==> src/rtl/lrq_pkg.sv <==
package lrq_pkg;

    localparam int N_MST    = 2;
    localparam int IDX_W    = (N_MST > 1) ? $clog2(N_MST) : 1;
    localparam int WID_BITS = 2;
    localparam int SPC_BITS = 2;
    localparam int SC_W     = WID_BITS + SPC_BITS + 1;

    typedef struct packed {
        logic [WID_BITS-1:0] wid_n;
        logic [SPC_BITS-1:0] spc_n;
        logic                wr_n;
    } lrq_attr_t;

    typedef struct packed {
        lrq_attr_t attr;
        logic      lock;
    } lrq_cap_t;

    typedef enum logic [2:0] {
        ST_IDLE    = 3'd0,
        ST_BUSWAIT = 3'd1,
        ST_GRANT   = 3'd2,
        ST_REQ     = 3'd3,
        ST_DATA    = 3'd4
    } lrq_state_e;

    function automatic logic [IDX_W-1:0] rr_pick(input logic [N_MST-1:0] req,
                                                 input logic [IDX_W-1:0] ptr);
        logic [IDX_W-1:0] sel;
        logic             found;
        sel   = ptr;
        found = 1'b0;
        for (int k = 0; k < N_MST; k++) begin
            int idx;
            idx = (int'(ptr) + k) % N_MST;
            if (!found && req[idx]) begin
                sel   = IDX_W'(idx);
                found = 1'b1;
            end
        end
        return sel;
    endfunction

    function automatic logic [IDX_W-1:0] next_idx(input logic [IDX_W-1:0] cur);
        return IDX_W'((int'(cur) + 1) % N_MST);
    endfunction

    function automatic logic [SC_W-1:0] attr_word(input lrq_attr_t a);
        return {a.wid_n, a.spc_n, a.wr_n};
    endfunction

endpackage

==> src/rtl/lrq_arb.sv <==
module lrq_arb
    import lrq_pkg::*;
#(
    parameter int N = N_MST
) (
    input  logic                 clk,
    input  logic                 rst,
    input  logic [N-1:0]         req,
    input  logic                 pick_en,
    input  logic                 release_en,
    output logic [IDX_W-1:0]     owner,
    output logic                 any_req
);
    logic [IDX_W-1:0] ptr_q;
    logic [IDX_W-1:0] owner_q;

    assign any_req = |req;
    assign owner   = owner_q;

    always_ff @(posedge clk) begin
        if (rst) begin
            ptr_q   <= '0;
            owner_q <= '0;
        end else begin
            if (pick_en)
                owner_q <= rr_pick(req, ptr_q);
            if (release_en)
                ptr_q <= next_idx(owner_q);
        end
    end
endmodule

==> src/rtl/lrq_cap.sv <==
module lrq_cap
    import lrq_pkg::*;
(
    input  logic     clk,
    input  logic     rst,
    input  logic     load,
    input  lrq_cap_t d,
    output lrq_cap_t q
);
    always_ff @(posedge clk) begin
        if (rst) begin
            q.attr <= '1;
            q.lock <= 1'b0;
        end else if (load) begin
            q <= d;
        end
    end
endmodule

==> src/rtl/lrq_seq.sv <==
module lrq_seq
    import lrq_pkg::*;
(
    input  logic       clk,
    input  logic       rst,
    input  logic       any_req,
    input  logic       bus_own,
    input  logic       rdy_own,
    input  logic       done,
    input  logic       last_own,
    input  logic       lock_held,
    input  logic       req_own,
    output lrq_state_e state,
    output logic       pick_en,
    output logic       load_en,
    output logic       release_en
);
    lrq_state_e state_d;
    logic       keep;

    assign keep       = lock_held && req_own;
    assign pick_en    = (state == ST_IDLE) && any_req;
    assign load_en    = (state == ST_GRANT) && rdy_own;
    assign release_en = (state == ST_DATA) && done && last_own && !keep;

    always_comb begin
        state_d = state;
        unique case (state)
            ST_IDLE:    if (any_req) state_d = ST_BUSWAIT;
            ST_BUSWAIT: if (bus_own) state_d = ST_GRANT;
            ST_GRANT:   if (rdy_own) state_d = ST_REQ;
            ST_REQ:     state_d = ST_DATA;
            ST_DATA:    if (done && last_own) state_d = keep ? ST_GRANT : ST_IDLE;
            default:    state_d = ST_IDLE;
        endcase
    end

    always_ff @(posedge clk) begin
        if (rst) state <= ST_IDLE;
        else     state <= state_d;
    end
endmodule

==> src/rtl/lrq_front.sv <==
module lrq_front
    import lrq_pkg::*;
#(
    parameter int N  = N_MST,
    parameter int WB = WID_BITS,
    parameter int SB = SPC_BITS,
    localparam int SCW = WB + SB + 1
) (
    input  logic           clk,
    input  logic           rst,
    input  logic [N-1:0]   req_i,
    input  logic [N-1:0]   rdy_i,
    input  logic [WB-1:0]  wid_n_i,
    input  logic [SB-1:0]  spc_n_i,
    input  logic           wr_n_i,
    input  logic [N-1:0]   last_i,
    input  logic [N-1:0]   lock_i,
    input  logic           bus_own_i,
    input  logic           xfer_done_i,
    output logic [N-1:0]   grant_o,
    output logic [N-1:0]   sel_o,
    output logic           bus_req_o,
    output logic [SCW-1:0] sc_n_o,
    output logic           sc_oe_o,
    output logic           eoc_o,
    output logic           lock_o
);
    logic [IDX_W-1:0] owner;
    logic             any_req, pick_en, load_en, release_en;
    lrq_state_e       state;
    lrq_cap_t         cap_d, cap_q;
    logic             owning, in_req, in_data;

    lrq_arb #(.N(N)) u_arb (
        .clk        (clk),
        .rst        (rst),
        .req        (req_i),
        .pick_en    (pick_en),
        .release_en (release_en),
        .owner      (owner),
        .any_req    (any_req)
    );

    lrq_seq u_seq (
        .clk        (clk),
        .rst        (rst),
        .any_req    (any_req),
        .bus_own    (bus_own_i),
        .rdy_own    (rdy_i[owner]),
        .done       (xfer_done_i),
        .last_own   (last_i[owner]),
        .lock_held  (cap_q.lock),
        .req_own    (req_i[owner]),
        .state      (state),
        .pick_en    (pick_en),
        .load_en    (load_en),
        .release_en (release_en)
    );

    assign cap_d.attr.wid_n = wid_n_i;
    assign cap_d.attr.spc_n = spc_n_i;
    assign cap_d.attr.wr_n  = wr_n_i;
    assign cap_d.lock       = lock_i[owner];

    lrq_cap u_cap (
        .clk  (clk),
        .rst  (rst),
        .load (load_en),
        .d    (cap_d),
        .q    (cap_q)
    );

    assign owning  = (state == ST_GRANT) || (state == ST_REQ) || (state == ST_DATA);
    assign in_req  = (state == ST_REQ);
    assign in_data = (state == ST_DATA);

    generate
        for (genvar g = 0; g < N; g++) begin : g_mst
            assign grant_o[g] = owning && (owner == IDX_W'(g));
            assign sel_o[g]   = in_req && (owner == IDX_W'(g));
        end
    endgenerate

    assign bus_req_o = (state != ST_IDLE);
    assign sc_oe_o   = in_req;
    assign sc_n_o    = in_req ? attr_word(cap_q.attr) : '1;
    assign eoc_o     = in_data && last_i[owner];
    assign lock_o    = (in_req || in_data) && cap_q.lock;
endmodule

==> config.mk <==
export PLATFORM = sky130hd
export DESIGN_NAME = lrq_front
export DESIGN_NICKNAME = d
export VERILOG_FILES = /design/src/rtl/lrq_pkg.sv /design/src/rtl/lrq_arb.sv /design/src/rtl/lrq_cap.sv /design/src/rtl/lrq_seq.sv /design/src/rtl/lrq_front.sv
export SDC_FILE = /design/constraint.sdc
export NUM_CORES = 1
export LEC_CHECK = 0
export CAP_MARGIN = 5
export CORE_MARGIN = 2
export CORE_UTILIZATION = 40
export CTS_BUF_LIST = sky130_fd_sc_hd__clkbuf_4 sky130_fd_sc_hd__clkbuf_8 sky130_fd_sc_hd__clkbuf_16
export DETAILED_ROUTE_END_ITERATION = 10
export GPL_TIMING_DRIVEN = 0
export PLACE_DENSITY = 0.85
export SLEW_MARGIN = 30
export SYNTH_ARGS = -nofsm -noshare
export SYNTH_HDL_FRONTEND = slang
export SYNTH_SLANG_ARGS = --single-unit
==> constraint.sdc <==
create_clock -name clk -period 1.6 [get_ports clk]
set_input_delay 0.48 -clock clk [delete_from_list [all_inputs] [get_ports clk]]
set_output_delay 0.48 -clock clk [all_outputs]
set_load 0.02 [all_outputs]
; ---- After elaboration in Yosys (flattened, before gate mapping)
; Cells that the tools add are included.
[op_classes]
n_addsub = 2
mul = 0
div = 0
n_lt_le_gt_ge = 3
eq_ne = 8
n_shift = 0
mux = 24
bitwise_logic = 2
n_reduce_logical = 23
[op_table]
columns = op, count
row1 = $mux W1, 17
row2 = $pmux W3 S5, 1
row3 = $logic_and A1 B1 Y1, 14
row4 = $mux W3, 4
row5 = $eq A3 B2 Y1 const B, 2
row6 = $ne A2 B1 Y1 const B, 3
row7 = $mux W5, 1
row8 = $lt A1 B2 Y1 const B, 2
row9 = $reduce_and A4 Y1, 1
row10 = $eq A3 B1 Y1 const B, 1
row11 = $eq A3 B3 Y1 const B, 1
row12 = $logic_not A3 Y1, 1
row13 = $logic_or A1 B1 Y1, 3
row14 = $lt A2 B3 Y1 const B, 1
row15 = $reduce_bool A3 Y1, 1
row16 = $add A1 B1 Y1 const B, 2
row17 = $logic_not A1 Y1, 2
row18 = $mux W2, 1
row19 = $ne A2 B2 Y1 const B, 1
row20 = $reduce_or A2 Y1, 1
row21 = $and A1 B1 Y1 const A, 1
row22 = $not A1 Y1, 1
[totals]
reg_bits = 11
latchBits = 0
mem_bits_rw = 0
rom_bits = 0
in_bits = 17
out_inout_bits = 13
elab_cells = 69
mem_count = 0

; ---- Logic depth before layout (Yosys ltp)
; Gate-level depths: netlist of run 1.
[logic_depth]
word_depth = 8
ltp_mapped = 6

; ---- Cells and area by module
; Synthesis of run 1 repeated with hierarchy kept, for this count alone.
[unflattened]
cells_unflattened = 83
area_unflattened_um2 = 724.4
[modules_own_cells]
columns = mod, n_inst, cells_per_inst, area_per_inst_um2, seq_area_each_um2
row1 = lrq_seq, 1, 31, 255.2, 60.1
row2 = lrq_cap, 1, 19, 231.5, 120.1
row3 = lrq_front, 1, 22, 148.9, 0.0
row4 = lrq_arb, 1, 11, 88.8, 40.0

; ---- Least setup slack after synthesis of run 1
; Ideal clock, no wire load.
[synth_path]
path_type = flip-flop to output port
start = register u_seq.state[0]
end = output lock_o
arrival_time_ns = 1.260
required_ns = 1.120
path_slack_ns = -0.140
path_stages_with_launch = 4
n_path_buf = 1
path_cell_list = dfxtp_1 > clkbuf_1 > nand2_1 > a21boi_0
[synth_via]
elab_chain_cells = 3
[synth_rtl]
columns = item, line_no
row1 = "start, declared", lrq_seq.sv:13  ; output lrq_state_e state,
row2 = "start signal, assigned", lrq_seq.sv:40  ; else state <= state_d;
row3 = $eq A3 B2 Y1 or $eq A3 B3 Y1 (tied branches), "lrq_front.sv:74, lrq_front.sv:75"
row4 = $logic_or A1 B1 Y1 (*), lrq_front.sv:88  ; assign lock_o = (in_req || in_data) && cap_q.lock;
row5 = $logic_and A1 B1 Y1 (*), lrq_front.sv:88
row6 = "end, declared", lrq_front.sv:26  ; output logic lock_o
; Every way passes the cells marked *; elsewhere a longest branch is shown, timed or not.

; ---- Worst setup path after layout of run 1
[layout_path]
start = register u_seq.state[0]
end = output grant_o[1]
[layout_via]
elab_chain_cells = 4
[layout_rtl]
columns = item, line_no
row1 = $eq A3 B2 Y1, lrq_front.sv:73  ; assign owning = (state == ST_GRANT) || (state == ST_REQ) || (state == ST_DATA);
row2 = $logic_or A1 B1 Y1, lrq_front.sv:73
row3 = $logic_or A1 B1 Y1 (*), lrq_front.sv:73
row4 = $logic_and A1 B1 Y1 (*), lrq_front.sv:79  ; assign grant_o[g] = owning && (owner == IDX_W'(g));
row5 = "end, declared", lrq_front.sv:20  ; output logic [N-1:0] grant_o,
; Marked as above.

==> flow_metrics.tcl, run 1 <==
set metrics [dict create \
    skew_ns 0.00308 \
    holdBufCountCts 0 \
    cp_cell_sequence "buf_8 -> nor2_4 -> and2_4 -> nor2_2 -> nor2b_2 -> buf_6" \
    cts_buffers 3 \
    required_ns 1.12 \
    fin_nets 150 \
    die_w_um 44.7 \
    die_h_um 44.7 \
    timing.final.ws_setup_ns -0.199 \
    synthTopCellsByArea "dfxtp_1 (33%), nor2_1 (8.5%), a211o_1 (7.9%)" \
    yosysTopAreaCell "dfxtp_1" \
    slowest_delay_ns 0.34 \
    syn-cell-area_sq_um 662 \
    initial_core_util 0.434 \
    final_cell_mix "buf_4 (18), nor2_1 (13), clkdlybuf4s50_1 (12)" \
    cp-end-kind "primary output" \
    vias 787 \
    synth_seq_cells 11 \
    status "complete, but fails checks" \
    drcViolationCount 0 \
    die_area_sq_mm 0.00200 \
    cp_slowest_cell "dfxtp_2" \
    h-tree-depth 1 \
    clk_pin_slew_worst_paths_ns 0.07 \
    maxSlewHeadroom 0.704 \
    diodes 0 \
    power.density_mw_per_mm2 649 \
    post-place-ws_ns -0.632 \
    timing.final.max_slew_violations 0 \
    wl_per_cell_um 14.0 \
    cts_sinks 11 \
    post_route_cells_drive_above_1_share 0.424 \
    root_buffer "clkbuf_4" \
    crit_arrival_ns 1.32 \
    worstSetupPathType "reg -> out" \
    worst_pin_slew_ns 0.444 \
    core-area_sq_mm 0.00152 \
    dr.pass1.iters 4 \
    fin_crit_ns 1.80 \
    syn-num-nets 101 \
    p_leak_nw 0.542 \
    worst_skew_pair.late_latency_ns 0.27 \
    first_global_vias 775 \
    fin_crit_sh 1.12 \
    yosys_warnings 0 \
    postSynthCellCount 84 \
    grt_pass1_wl_um 3190 \
    drt_wl_total_um 2080 \
    ant_nets 0 \
    holdWs_ns 0.473 \
    drtIter0Drc 10 \
    grt-ovfl-total 0 \
    grt_max_degree 12 \
    rsz0062_at_grt "yes" \
    ys_seq_area_frac 0.333 \
    fmax_ghz 0.556 \
    irDropWorstVdd_mv 0.530 \
    area_growth_pct 80.5 \
    rows 14 \
    hp-class "reg -> reg" \
    synth.distinct_cells 30 \
    finalSetupViolCount 13 \
    finalWeightedCongestion 0.711 \
    violations "negative setup slack" \
    clk_path_buf_depth 2 \
    grt_antenna_before_repair 0 \
    maxCapViolCount 0 \
    vias_per_cell 5.32 \
    final.fill_count 113 \
    io_buffers 29 \
    io_pins 30 \
    gr-usage-all-layers 0.218 \
    avgSynthCellArea_sq_um 7.88 \
    tritoncts "built" \
    finalHoldViolCount 0 \
    synth_top_area_frac 0.333 \
    dpl.hpwl_um 1180 \
    cp-start-kind "flip-flop" \
    final_common_cell "buf_4" \
    worst-path-max-fanout 7 \
]
final cells by class:
class | instances | area, sq um | share of cell area
Inverter | 7 | 26.3 | 0.0220
Timing Repair Buffer | 45 | 427 | 0.357
Multi-Input combinational cell | 62 | 437 | 0.365
Clock buffer | 4 | 30.0 | 0.0251
Tap cell | 16 | 20.0 | 0.0168
Buffer | 3 | 26.3 | 0.0220
Sequential cell | 11 | 229 | 0.192
cell families (layout without fill, tap and decap cells):
kind of cell,Yosys count,count (layout),synth area share
AOI/OAI and AO/OA,17,17,0.193
and+or+nand+nor,39,40,0.308
buffers and inverters,12,59,0.0870
muxes,5,5,0.0794
DFF,11,11,0.333
path summary, 6_finish.rpt:
check	from	endpoint	slack (ns)	depth (start not counted)
worst max-delay path	u_seq.state[0]$_SDFFE_PP0P_	grant_o[1]	-0.20	6
worst min-delay path	u_cap.q[2]$_SDFFE_PP1P_	u_cap.q[2]$_SDFFE_PP1P_	0.47	1
worst max register to register	u_seq.state[1]$_SDFFE_PP0P_	u_cap.q[1]$_SDFFE_PP1P_	0	4
worst min register to register	u_cap.q[2]$_SDFFE_PP1P_	u_cap.q[2]$_SDFFE_PP1P_	0.47	1
per-layer routing:
metal  vias to the layer above  wire, um  track usage
li1                        381         -            -
met1                       376       870        0.251
met2                        28      1080        0.406
met3                         2       115       0.0163
met4                         0        12       0.0909
met5                         -         0            0
flip-flops by register name (all words and copies together) (netlist names):
register and cells:
u_arb.owner 1, u_seq.state 3, u_arb.ptr_q 1, u_cap.q 6
metrics by stage:
stage          instance area [sq um]  total power, mW  TNS (ns)  std cells   util
6_report                        1190            0.775     -2.02        148  0.784
5_1_grt                         1190            0.809     -2.83        148  0.784
4_1_cts                         1160            0.756     -1.86        145  0.764
3_5_place_dp                     972            0.482     -9.30        129  0.638
3_3_place_gp                     972            0.478     -8.91        129  0.638
2_1_floorplan                    662            0.404         0         84      -
Yosys cell counts (all sizes together):
cell type,count
o31ai,1
or2b,1
nand2,6
a32oi,1
nor2b,3
clkbuf,2
nand3b,1
nor2,15
o21ai,1
a21boi,1
o41ai,1
a211o,6
nand2b,2
and3,1
a211oi,1
a21oi,3
a311oi,1
and2,1
a31oi,1
inv,7
or3b,1
mux2i,3
nor3,3
dfxtp,11
or2,5
buf,3
mux2,2
power breakdown:
group,leakage (nW),internal (mW),total (mW),switching (mW)
Combinational,0.433,0.153,0.269,0.116
Clock,0.0184,0.113,0.209,0.0954
Sequential,0.0914,0.287,0.297,0.0101
Total,0.542,0.554,0.775,0.222
worst max-delay path: cells and delay by family, from the launching register on:
kind	cells	cell delay [ns]
buf+inv	2	0.26
simple gates	4	0.45
flops	1	0.34
timing repair:
item / 4_1_cts / 5_1_grt
pin swaps: 7 / 6
buffers inserted: 13 / 3
resized for setup: 101 / 3
endpoints found under the hold margin: 0 / 0
endpoints found under the setup margin: 19 / 19
cloned: 1 / 0
Power figures use the tool's default switching activity.
==> inputs of run 2 (changes only) <==
--- a/config.mk
+++ b/config.mk
@@ -10,9 +10,11 @@
 export CORE_UTILIZATION = 40
 export CTS_BUF_LIST = sky130_fd_sc_hd__clkbuf_4 sky130_fd_sc_hd__clkbuf_8 sky130_fd_sc_hd__clkbuf_16
 export DETAILED_ROUTE_END_ITERATION = 10
+export GPL_ROUTABILITY_DRIVEN = 1
 export GPL_TIMING_DRIVEN = 0
 export PLACE_DENSITY = 0.85
 export SLEW_MARGIN = 30
 export SYNTH_ARGS = -nofsm -noshare
 export SYNTH_HDL_FRONTEND = slang
 export SYNTH_SLANG_ARGS = --single-unit
+export TNS_END_PERCENT = 30
==> flow_metrics.tcl, run 2 (same netlist as run 1, synthesis figures left out) <==
set metrics [dict create \
    crit_family "simple AND/OR/NAND/NOR gates" \
    wl_per_cell_um 13.2 \
    timing.final.ws_setup_ns -0.180 \
    clk_path_buf_depth 2 \
    finalSetupViolCount 17 \
    required_ns 1.12 \
    worst_pin_slew_ns 0.456 \
    gr-usage-all-layers 0.201 \
    ant_nets 0 \
    io_buffers 29 \
    cp_slowest_cell "dfxtp_4" \
    seqCellArea_sq_um 229 \
    postPlaceCellArea_sq_um 972 \
    final.fill_count 112 \
    cp_cell_sequence "nor2b_4 -> nand2_4 -> or2_4 -> buf_6" \
    grt_antenna_before_repair 0 \
    fin_crit_ns 1.78 \
    core-area_sq_mm 0.00152 \
    io_pins 30 \
    multi_input_area_sq_um 434 \
    dr.pass1.iters 4 \
    cts_sinks 11 \
    area_growth_pct 78.4 \
    post_route_cells_drive_above_1_share 0.400 \
    drt_wl_total_um 1930 \
    power.density_mw_per_mm2 643 \
    p_leak_nw 0.549 \
    maxSlewHeadroom 0.696 \
    finalHoldViolCount 0 \
    crit_buf_inv 1 \
    final_common_cell "buf_4" \
    root_buffer "clkbuf_4" \
    grt_pass1_wl_um 2950 \
    die_w_um 44.7 \
    maxCapViolCount 0 \
    first_global_vias 737 \
    hp-class "reg -> reg" \
    vias 767 \
    tritoncts "built" \
    violations "negative setup slack" \
    diodes 0 \
    vias_per_cell 5.25 \
    rows 14 \
    crit_arrival_ns 1.30 \
    rsz0062_at_grt "yes" \
    holdBufCountCts 0 \
    worstSetupPathType "reg -> out" \
    dpl.hpwl_um 1180 \
    die_area_sq_mm 0.00200 \
    slowest_delay_ns 0.36 \
    fin_setup_tns_ns -1.96 \
    fin_crit_sh 1.11 \
    cp-end-kind "primary output" \
    final_cell_mix "buf_4 (17), nor2_1 (13), clkdlybuf4s50_1 (12)" \
    finalWeightedCongestion 0.711 \
    largest_reg_flops 6 \
    placed_cells 129 \
    die_h_um 44.7 \
    clk_pin_slew_worst_paths_ns 0.07 \
    timing.final.max_slew_violations 0 \
    drcViolationCount 0 \
    worst-path-max-fanout 5 \
    irDropWorstVdd_mv 0.548 \
    drtIter0Drc 21 \
    fin_area_sq_mm 0.00118 \
    initial_core_util 0.434 \
    fmax_ghz 0.562 \
    h-tree-depth 1 \
    top_regs "u_cap.q x6, u_seq.state x3" \
    skew_ns 0.00537 \
    final_cells 146 \
    regMostFlops "u_cap.q" \
    fin_nets 148 \
    cp-start-kind "flip-flop" \
    post-place-ws_ns -0.632 \
    grt_max_degree 11 \
    cts_buffers 3 \
    status "complete, but fails checks" \
    grt-ovfl-total 0 \
    worst_skew_pair.late_latency_ns 0.26 \
]
run 2: cell count changes in the layout (fill, tap and decap cells not counted):
cell	before	now
dlygate4sd2_1	4	2
buf_6	11	9
inv_1	6	7
nor2b_2	1	0
nor2b_1	1	2
dlymetal6s2s_1	0	2
buf_4	18	17
inv_2	1	0
clkdlybuf4s15_2	0	1
run 2: path summary, 6_finish.rpt:
kind                          startpoint                      end  slack (ns)  cells past startpoint
min reg2reg      u_cap.q[2]$_SDFFE_PP1P_  u_cap.q[2]$_SDFFE_PP1P_        0.47                      1
min              u_cap.q[2]$_SDFFE_PP1P_  u_cap.q[2]$_SDFFE_PP1P_        0.47                      1
max reg2reg  u_seq.state[1]$_SDFFE_PP0P_  u_cap.q[1]$_SDFFE_PP1P_       -0.04                      5
max          u_seq.state[1]$_SDFFE_PP0P_                sc_n_o[2]       -0.18                      4
run 2: metal layers:
metal / wire, um / vias up / GRT usage
met5: 0 / - / 0
met4: 13 / 0 / 0.0909
met3: 97 / 2 / 0.0163
met2: 957 / 26 / 0.368
met1: 866 / 361 / 0.234
li1: - / 378 / -
run 2: final cells by class:
type	instances	area share
inverters	7	0.0222
plain buffers	4	0.0318
clock buffers	4	0.0254
multi-input cells	62	0.368
repair buffers	42	0.342
well taps	16	0.0169
flip-flops and latches	11	0.194
run 2: metrics by stage:
| step | total power [mW] | utilization | hold WS, ns |
|---|---|---|---|
| final | 0.759 | 0.775 | 0.470 |
| after global routing | 0.797 | 0.775 | 0.490 |
| after floorplan | 0.404 | - | 0.428 |
| after CTS | 0.741 | 0.751 | 0.474 |
| after detailed placement | 0.482 | 0.638 | 0.447 |
| after global placement | 0.478 | 0.638 | 0.435 |
run 2: power breakdown:
| group | switching (mW) | internal [mW] | total, mW | leakage, nW |
|---|---|---|---|---|
| clock | 0.0930 | 0.113 | 0.206 | 0.0184 |
| sequential | 0.00970 | 0.287 | 0.297 | 0.0914 |
| combinational | 0.111 | 0.145 | 0.256 | 0.439 |
| total | 0.214 | 0.545 | 0.759 | 0.549 |
run 2: timing repair:
item,CTS,global route
buffers inserted,10,3
pin swaps,5,2
cloned,1,0
resized for setup,92,5
endpoints found under the setup margin,19,19
